## config.mk

```make
export PLATFORM = sky130hd
export DESIGN_NAME = serial_adder_sr
export DESIGN_NICKNAME = d
export VERILOG_FILES = /design/src/rtl/sadd_pkg.sv /design/src/rtl/sadd_opnd_shreg.sv /design/src/rtl/sadd_sum_shreg.sv /design/src/rtl/sadd_sr_carry.sv /design/src/rtl/sadd_ctrl.sv /design/src/rtl/serial_adder_sr.sv
export SDC_FILE = /design/constraint.sdc
export NUM_CORES = 1
export LEC_CHECK = 0
export ABC_AREA = 1
export BUFFER_PORTS_ARGS = -buffer_cell sky130_fd_sc_hd__buf_4
export CAP_MARGIN = 20
export CORE_UTILIZATION = 56
export CTS_CLUSTER_DIAMETER = 100
export DETAILED_ROUTE_END_ITERATION = 10
export GPL_TIMING_DRIVEN = 0
export HOLD_SLACK_MARGIN = 0.08
export PLACE_DENSITY = 0.87
export SLEW_MARGIN = 20
export SYNTH_ARGS = -nofsm -noshare
export SYNTH_HDL_FRONTEND = slang
export SYNTH_SLANG_ARGS = --single-unit
```

## constraint.sdc

```tcl
create_clock -name clk -period 1.6 [get_ports clk]
set_input_delay 0 -clock clk [delete_from_list [all_inputs] [get_ports clk]]
set_output_delay 0 -clock clk [all_outputs]
set_load 0.005 [all_outputs]
```

## src/rtl/sadd_pkg.sv

```systemverilog
// Shared definitions for the serial adder.
// Assumes WIDTH >= 2 wherever cnt_bits is used.
package sadd_pkg;

    // Control phase of one addition run.
    typedef enum logic [1:0] {
        PH_IDLE = 2'd0,
        PH_RUN  = 2'd1,
        PH_FIN  = 2'd2
    } sadd_phase_e;

    // Width of a counter that holds the values 0 .. w-1.
    function automatic int cnt_bits(input int w);
        return (w > 2) ? $clog2(w) : 1;
    endfunction

endpackage

```

## src/rtl/sadd_opnd_shreg.sv

```systemverilog
// Operand shift register. It loads in parallel and moves one place toward
// bit 0 on each shift, filling with 0 at the top. Only bit 0 is brought out.
// Assumes load has priority over shift.
module sadd_opnd_shreg #(
    parameter int W = 8
) (
    input  logic         clk,
    input  logic         rst_n,
    input  logic         load,
    input  logic         shift,
    input  logic [W-1:0] din,
    output logic         lsb
);
    logic [W-1:0] q;

    // Hold, load or shift the operand word.
    always_ff @(posedge clk) begin
        if (!rst_n)     q <= '0;
        else if (load)  q <= din;
        else if (shift) q <= {1'b0, q[W-1:1]};
    end

    assign lsb = q[0];
endmodule

```

## src/rtl/sadd_sum_shreg.sv

```systemverilog
// Result collector. Each new bit enters at the most significant end, so after
// W shifts bit 0 holds the first bit produced. A clear empties it.
module sadd_sum_shreg #(
    parameter int W = 8
) (
    input  logic         clk,
    input  logic         rst_n,
    input  logic         clear,
    input  logic         shift,
    input  logic         bit_in,
    output logic [W-1:0] q
);
    // Clear or shift in one result bit.
    always_ff @(posedge clk) begin
        if (!rst_n)     q <= '0;
        else if (clear) q <= '0;
        else if (shift) q <= {bit_in, q[W-1:1]};
    end
endmodule

```

## src/rtl/sadd_sr_carry.sv

```systemverilog
// Carry state bit with set and kill controls only. It holds whenever neither
// control is active. Clear wins over both controls.
// Assumes the caller never raises set and kill together.
module sadd_sr_carry (
    input  logic clk,
    input  logic rst_n,
    input  logic clear,
    input  logic set,
    input  logic kill,
    output logic q
);
    // Apply clear, set or kill, otherwise hold.
    always_ff @(posedge clk) begin
        if (!rst_n)     q <= 1'b0;
        else if (clear) q <= 1'b0;
        else if (set)   q <= 1'b1;
        else if (kill)  q <= 1'b0;
    end
endmodule

```

## src/rtl/sadd_ctrl.sv

```systemverilog
// Run controller. It counts W shift steps after an accepted start, then
// holds done. Load returns it to idle. Start is ignored during a run.
// Assumes W >= 2.
module sadd_ctrl
    import sadd_pkg::*;
#(
    parameter int W = 8
) (
    input  logic clk,
    input  logic rst_n,
    input  logic load,
    input  logic start,
    output logic shift,
    output logic done
);
    localparam int CW = cnt_bits(W);
    localparam logic [CW-1:0] LAST = CW'(W - 1);

    sadd_phase_e  phase;
    logic [CW-1:0] step;

    // Phase and step counter sequencing.
    always_ff @(posedge clk) begin
        if (!rst_n || load) begin
            phase <= PH_IDLE;
            step  <= '0;
        end else begin
            case (phase)
                PH_RUN: begin
                    if (step == LAST) begin
                        phase <= PH_FIN;
                        step  <= '0;
                    end else begin
                        step <= step + 1'b1;
                    end
                end
                default: begin
                    if (start) begin
                        phase <= PH_RUN;
                        step  <= '0;
                    end
                end
            endcase
        end
    end

    assign shift = (phase == PH_RUN);
    assign done  = (phase == PH_FIN);
endmodule

```

## src/rtl/serial_adder_sr.sv

```systemverilog
// Top of the serial adder. Two operand shift registers feed one full-adder
// slice per clock. The carry is a set/kill state bit, and results collect
// MSB-first into the sum register.
// Assumes operands are loaded before each start.
module serial_adder_sr #(
    parameter int WIDTH = 8
) (
    input  logic             clk,
    input  logic             rst_n,
    input  logic             load,
    input  logic [WIDTH-1:0] opnd_a,
    input  logic [WIDTH-1:0] opnd_b,
    input  logic             start,
    output logic             done,
    output logic [WIDTH-1:0] sum,
    output logic             carry_out
);
    logic shift, a_bit, b_bit;
    logic carry_set, carry_kill, sum_bit;

    sadd_ctrl #(.W(WIDTH)) u_ctrl (
        .clk(clk), .rst_n(rst_n), .load(load), .start(start),
        .shift(shift), .done(done)
    );

    sadd_opnd_shreg #(.W(WIDTH)) u_reg_a (
        .clk(clk), .rst_n(rst_n), .load(load), .shift(shift),
        .din(opnd_a), .lsb(a_bit)
    );

    sadd_opnd_shreg #(.W(WIDTH)) u_reg_b (
        .clk(clk), .rst_n(rst_n), .load(load), .shift(shift),
        .din(opnd_b), .lsb(b_bit)
    );

    // Generate and kill come only from the current bit pair during a step.
    assign carry_set  = shift &  a_bit &  b_bit;
    assign carry_kill = shift & ~a_bit & ~b_bit;
    assign sum_bit    = a_bit ^ b_bit ^ carry_out;

    sadd_sr_carry u_carry (
        .clk(clk), .rst_n(rst_n), .clear(load),
        .set(carry_set), .kill(carry_kill), .q(carry_out)
    );

    sadd_sum_shreg #(.W(WIDTH)) u_sum (
        .clk(clk), .rst_n(rst_n), .clear(load), .shift(shift),
        .bit_in(sum_bit), .q(sum)
    );
endmodule

```

Yosys cells after proc, flatten, opt, wreduce, memory -nomap -nowiden
Index checks and enable logic that the tools add are counted.
Widths: inputs -> output; s select.
- bitwise logic cells: 9
- mux-type cells: 12
- add/subtract/negate cells: 1
- equal/unequal tests: 4
- reductions and logical operators: 7
- operators by type and width (cell ; count):
    $mux 8 ; 4
    $mux 3 ; 3
    $mux 2 ; 3
    $reduce_bool 2->1 ; 3
    $and 1x1->1 ; 4
    $add 3x1->3 const B ; 1
    $eq 3x3->1 const B ; 1
    $not 1->1 ; 3
    $eq 2x1->1 const B ; 1
    $eq 2x2->1 const B ; 1
    $mux 1 ; 2
    $ne 2x1->1 const B ; 1
    $reduce_and 2->1 ; 1
    $reduce_or 2->1 ; 1
    $xor 1x1->1 ; 2
    $logic_not 1->1 ; 1
    $logic_or 1x1->1 ; 1
- output and inout port bits: 10
- flip-flop bits (word level): 30

Logic depth before layout (Yosys ltp)
- word-level depth: 5
- gate-level depth with buffers: 7
- depth with buffers taken out: 6

Hierarchy
From an unflattened synthesis, not the netlist that was laid out.
- cell total of the unflattened synthesis: 212
- area total of the unflattened synthesis: 1428.9 um^2
- modules (own cells, without submodules) (module ; area each (um^2) ; sequential area each (um^2) ; cells an instance ; instances):
    sadd_opnd_shreg ; 406.6 ; 160.2 ; 63 ; 2
    sadd_sum_shreg ; 282.8 ; 160.2 ; 36 ; 1
    sadd_ctrl ; 236.5 ; 100.1 ; 31 ; 1
    serial_adder_sr ; 48.8 ; 0.0 ; 12 ; 1
    sadd_sr_carry ; 47.5 ; 20.0 ; 7 ; 1

Worst setup path after synthesis
Ideal clock, no wire load.
- path type: register to register
- from: register u_ctrl.phase[0]
- to: register u_ctrl.phase[0]
- slack: 616 ps
- clock period less this slack: 984 ps
- library setup time: 117 ps
- cell stages (with the launch flop): 7
- required time: 1483 ps
- arrival: 867 ps
- path through: dfxtp_1 > inv_2 > nor2_8 > buf_6 > nand2_1 > a21oi_1 > nor2_1
- longest elaborated chain between the ends: 3
- elaborated cells between the ends (all ways): 5
- RTL lines (element ; RTL line ; text):
    start: declaration ; sadd_ctrl.sv:19 ; sadd_phase_e phase;
    start signal: assignment ; sadd_ctrl.sv:25 ; phase <= PH_IDLE;
    start signal: assignment ; sadd_ctrl.sv:31 ; phase <= PH_FIN;
    start signal: assignment ; sadd_ctrl.sv:39 ; phase <= PH_RUN;
    $eq 2x1->1 (*) ; sadd_ctrl.sv:28 ; case (phase)
    $ne 2x1->1 (no line) or $reduce_bool 2->1 (tied branches) ; n/a ;
    $reduce_and 2->1 (no line) ; n/a ;
Every way passes the cells marked *; elsewhere a longest branch is shown, timed or not.
A chain may end at the register's enable or synchronous reset.

Worst setup path after layout
- from: register u_ctrl.phase[0]
- to: register u_reg_a.q[0]
- longest elaborated chain between the ends: 2
- RTL lines (element ; RTL line ; text):
    $eq 2x1->1 ; sadd_ctrl.sv:47 ; assign shift = (phase == PH_RUN);
    $reduce_bool 2->1 (no line) ; n/a ;
    end signal: assignment ; sadd_opnd_shreg.sv:19 ; else if (load) q <= din;
    end signal: assignment ; sadd_opnd_shreg.sv:20 ; else if (shift) q <= {1'b0, q[W-1:1]};
    end: declaration ; sadd_opnd_shreg.sv:14 ; logic [W-1:0] q;
Every way passes these cells.

==> flow_summary.json <==
{
  "dieWidth_um": 50.87,
  "cts_buffers": 5,
  "path_class": "register to register",
  "fmax_ghz": 0.6510,
  "avgSynthCellArea_um2": 7.600,
  "p_sw_share_pct": 26.41,
  "antenna_found_initial": 0,
  "dr_total_vias": 1418,
  "start_util_pct": 59.89,
  "synth_top_cell_by_area": "dfxtp_1",
  "critPathMaxFanout": 10,
  "slew_headroom_pct": 68.89,
  "startpoint_type": "register",
  "p_switching_uw": 397.8,
  "p_seq_share_pct": 52.9,
  "vias_per_cell": 5.433,
  "synth_area_leaders": "dfxtp_1, nand2_1, a31oi_1",
  "cts_sinks": 30,
  "diodes": 0,
  "dp_hpwl_um": 2162,
  "gp_congestion": 0.8074,
  "clockBufferDepth": 2,
  "ys_seq_area_share_pct": 44.90,
  "status": "finished clean",
  "final_layout_size_suffix_gt1_share_pct": 26.18,
  "die_height_um": 50.87,
  "area_delta_synth_final_pct": 38.45,
  "hp-class": "register to register",
  "synth_fp_nets": 198,
  "worst_slew_pin_slew_ns": 0.4667,
  "grt_use_total_pct": 31.49,
  "htree_levels": 2,
  "combPwrFrac_pct": 15.4,
  "final_antenna_net_count": 0,
  "clkPwrFrac_pct": 31.8,
  "period_minus_slack_ns": 1.536,
  "core-area_um2": 2233,
  "skew_ns": 0.009737,
  "peakVddDrop_uv": 748.9,
  "cp-end-kind": "register",
  "dp.cells": 233,
  "postRouteWirelength_um": 3609,
  "wl_per_cell_um": 13.83,
  "hold_viol_final": 0,
  "arrival_ns": 1.82,
  "grt_setup_unrepaired": "false",
  "intPower_uw": 1109,
  "ios": 30,
  "worstSkewPairLatency_ns": 0.34,
  "p_leak_uw": 0.0008038,
  "path_clk_slew_ns": 0.10,
  "portBuffers": 29,
  "slew_violations": 0,
  "drc": 0,
  "synth_top_area_share_pct": 44.90,
  "grt_pass1_wl_um": 5920,
  "yosysWarnings": 0,
  "layoutNonFillerInstCount": 261,
  "post-route-period-util_pct": 96.01,
  "first_iter_violations": 37,
  "setup_violations": 0,
  "cts_root_buffer": "clkbuf_4",
  "ys_ff_latch": 30,
  "dieArea_um2": 2588,
  "grt_max_degree": 11,
  "fillers": 131,
  "grt_pass1_vias": 1380,
  "post-route-util_pct": 82.91,
  "final_nets": 254,
  "cts_tree": "built",
  "post_cts_buffers": 0,
  "drv_cap": 0,
  "grt_overflow": 0,
  "synth_cells": 176,
  "finalSetupTns_ns": 0,
  "first_pass_iters": 6,
  "row_count": 17,
  "required_ns": 1.89,
  "powerDensity_nw_per_um2": 813.4,
  "syn_area_um2": 1338,
  "yosysUniqueCellTypes": 19
}
[layer usage]
layer,track usage [%],wire (µm),vias up
met5,0,0,-
met4,18.06,86,0
met3,6.548,165,11
met2,56.67,1948,46
met1,33.90,1408,679
li1,-,-,682
[power by group through the flow]
stage	registers [µW]	logic, µW	clock network (µW)
after floorplan	807	113	0
after global placement	809	177	0
after detailed placement	811	185	0
after CTS	794	224	483
after global routing	799	251	507
final	797	231	478
[synthesized netlist by cell type (all sizes together)]
library cell	n
nor2	25
buf	8
a21oi	8
ha	2
nand3	15
o21ai	8
a31oi	14
dfxtp	30
inv	14
clkbuf	1
nand2	51
[metrics by stage]
| step | setup slack (ns) | area (µm²) | power, µW | hold WS, ns |
|---|---|---|---|---|
| after floorplan | 0.6159 | 1338 | 919.8 | 0.1472 |
| after global placement | 0.5539 | 1590 | 985.7 | 0.2695 |
| after detailed placement | 0.4740 | 1590 | 996.0 | 0.2790 |
| after CTS | 0.01856 | 1851 | 1501 | 0.4714 |
| after global routing | 0.01595 | 1852 | 1557 | 0.5008 |
| final | 0.06388 | 1852 | 1506 | 0.4717 |
[worst max-delay path, cell delays in order, from the launching register on]
cell and delay, ns:
dfxtp_2 0.36, inv_2 0.06, nor2_8 0.13, buf_6 0.16, nand3_1 0.08, a31oi_1 0.15, dlygate4sd3_1 0.55
[sequential cells by signal, indices dropped and copies added, names as in the netlist]
signal	flops
u_reg_a.q	8
u_reg_b.q	8
u_sum.q	8
u_ctrl.step	3
u_ctrl.phase	2
u_carry.q	1
[cell type report]
| type | count | area (µm²) | share of cell area, % |
|---|---|---|---|
| Buffer | 9 | 82.58 | 4.459 |
| Clock buffer | 7 | 55.05 | 2.973 |
| Clock inverter | 1 | 5.005 | 0.2703 |
| Inverter | 14 | 52.55 | 2.838 |
| Multi-Input combinational cell | 123 | 601.8 | 32.50 |
| Sequential cell | 30 | 601.8 | 32.50 |
| Tap cell | 28 | 35.03 | 1.892 |
| Timing Repair Buffer | 49 | 417.9 | 22.57 |
[timing repair]
item / 4_1_cts / 5_1_grt
gates resized for setup: 0 / 1
endpoints found under the hold margin: 28 / 0
hold buffers: 20 / 0
setup endpoints to repair: 0 / 1
[cell families (layout without fill, tap and decap cells)]
group           count (synthesis)  after routing  synth area share (%)
compound gates                 30             30                 12.54
fa+ha+maj                       2              2                 1.871
buf+inv                        23             80                 10.10
flops                          30             30                 44.90
simple gates                   91             91                 30.59
[final timing paths]
path / slack (ns) / cells after the start / endpoint / start
worst max-delay path: 0.06 / 6 / u_reg_a.q[0]$_SDFFE_PN0P_ / u_ctrl.phase[0]$_SDFFE_PP0P_
worst min-delay path: 0.47 / 2 / u_ctrl.step[1]$_SDFFE_PP0P_ / u_ctrl.step[1]$_SDFFE_PP0P_
worst max register to register: 0.06 / 6 / u_reg_a.q[0]$_SDFFE_PN0P_ / u_ctrl.phase[0]$_SDFFE_PP0P_
worst min register to register: 0.47 / 2 / u_ctrl.step[1]$_SDFFE_PP0P_ / u_ctrl.step[1]$_SDFFE_PP0P_
[cells in the final DEF, fill, tap and decap left out, drive strengths merged]
cell          n
nand2        51
o21ai         8
nor2         25
clkbuf        8
a21oi         8
dfxtp        30
buf          37
inv          14
a31oi        14
dlygate4sd3  20
nand3        15
clkinv        1
ha            2
(Power assumes the default switching activity.)
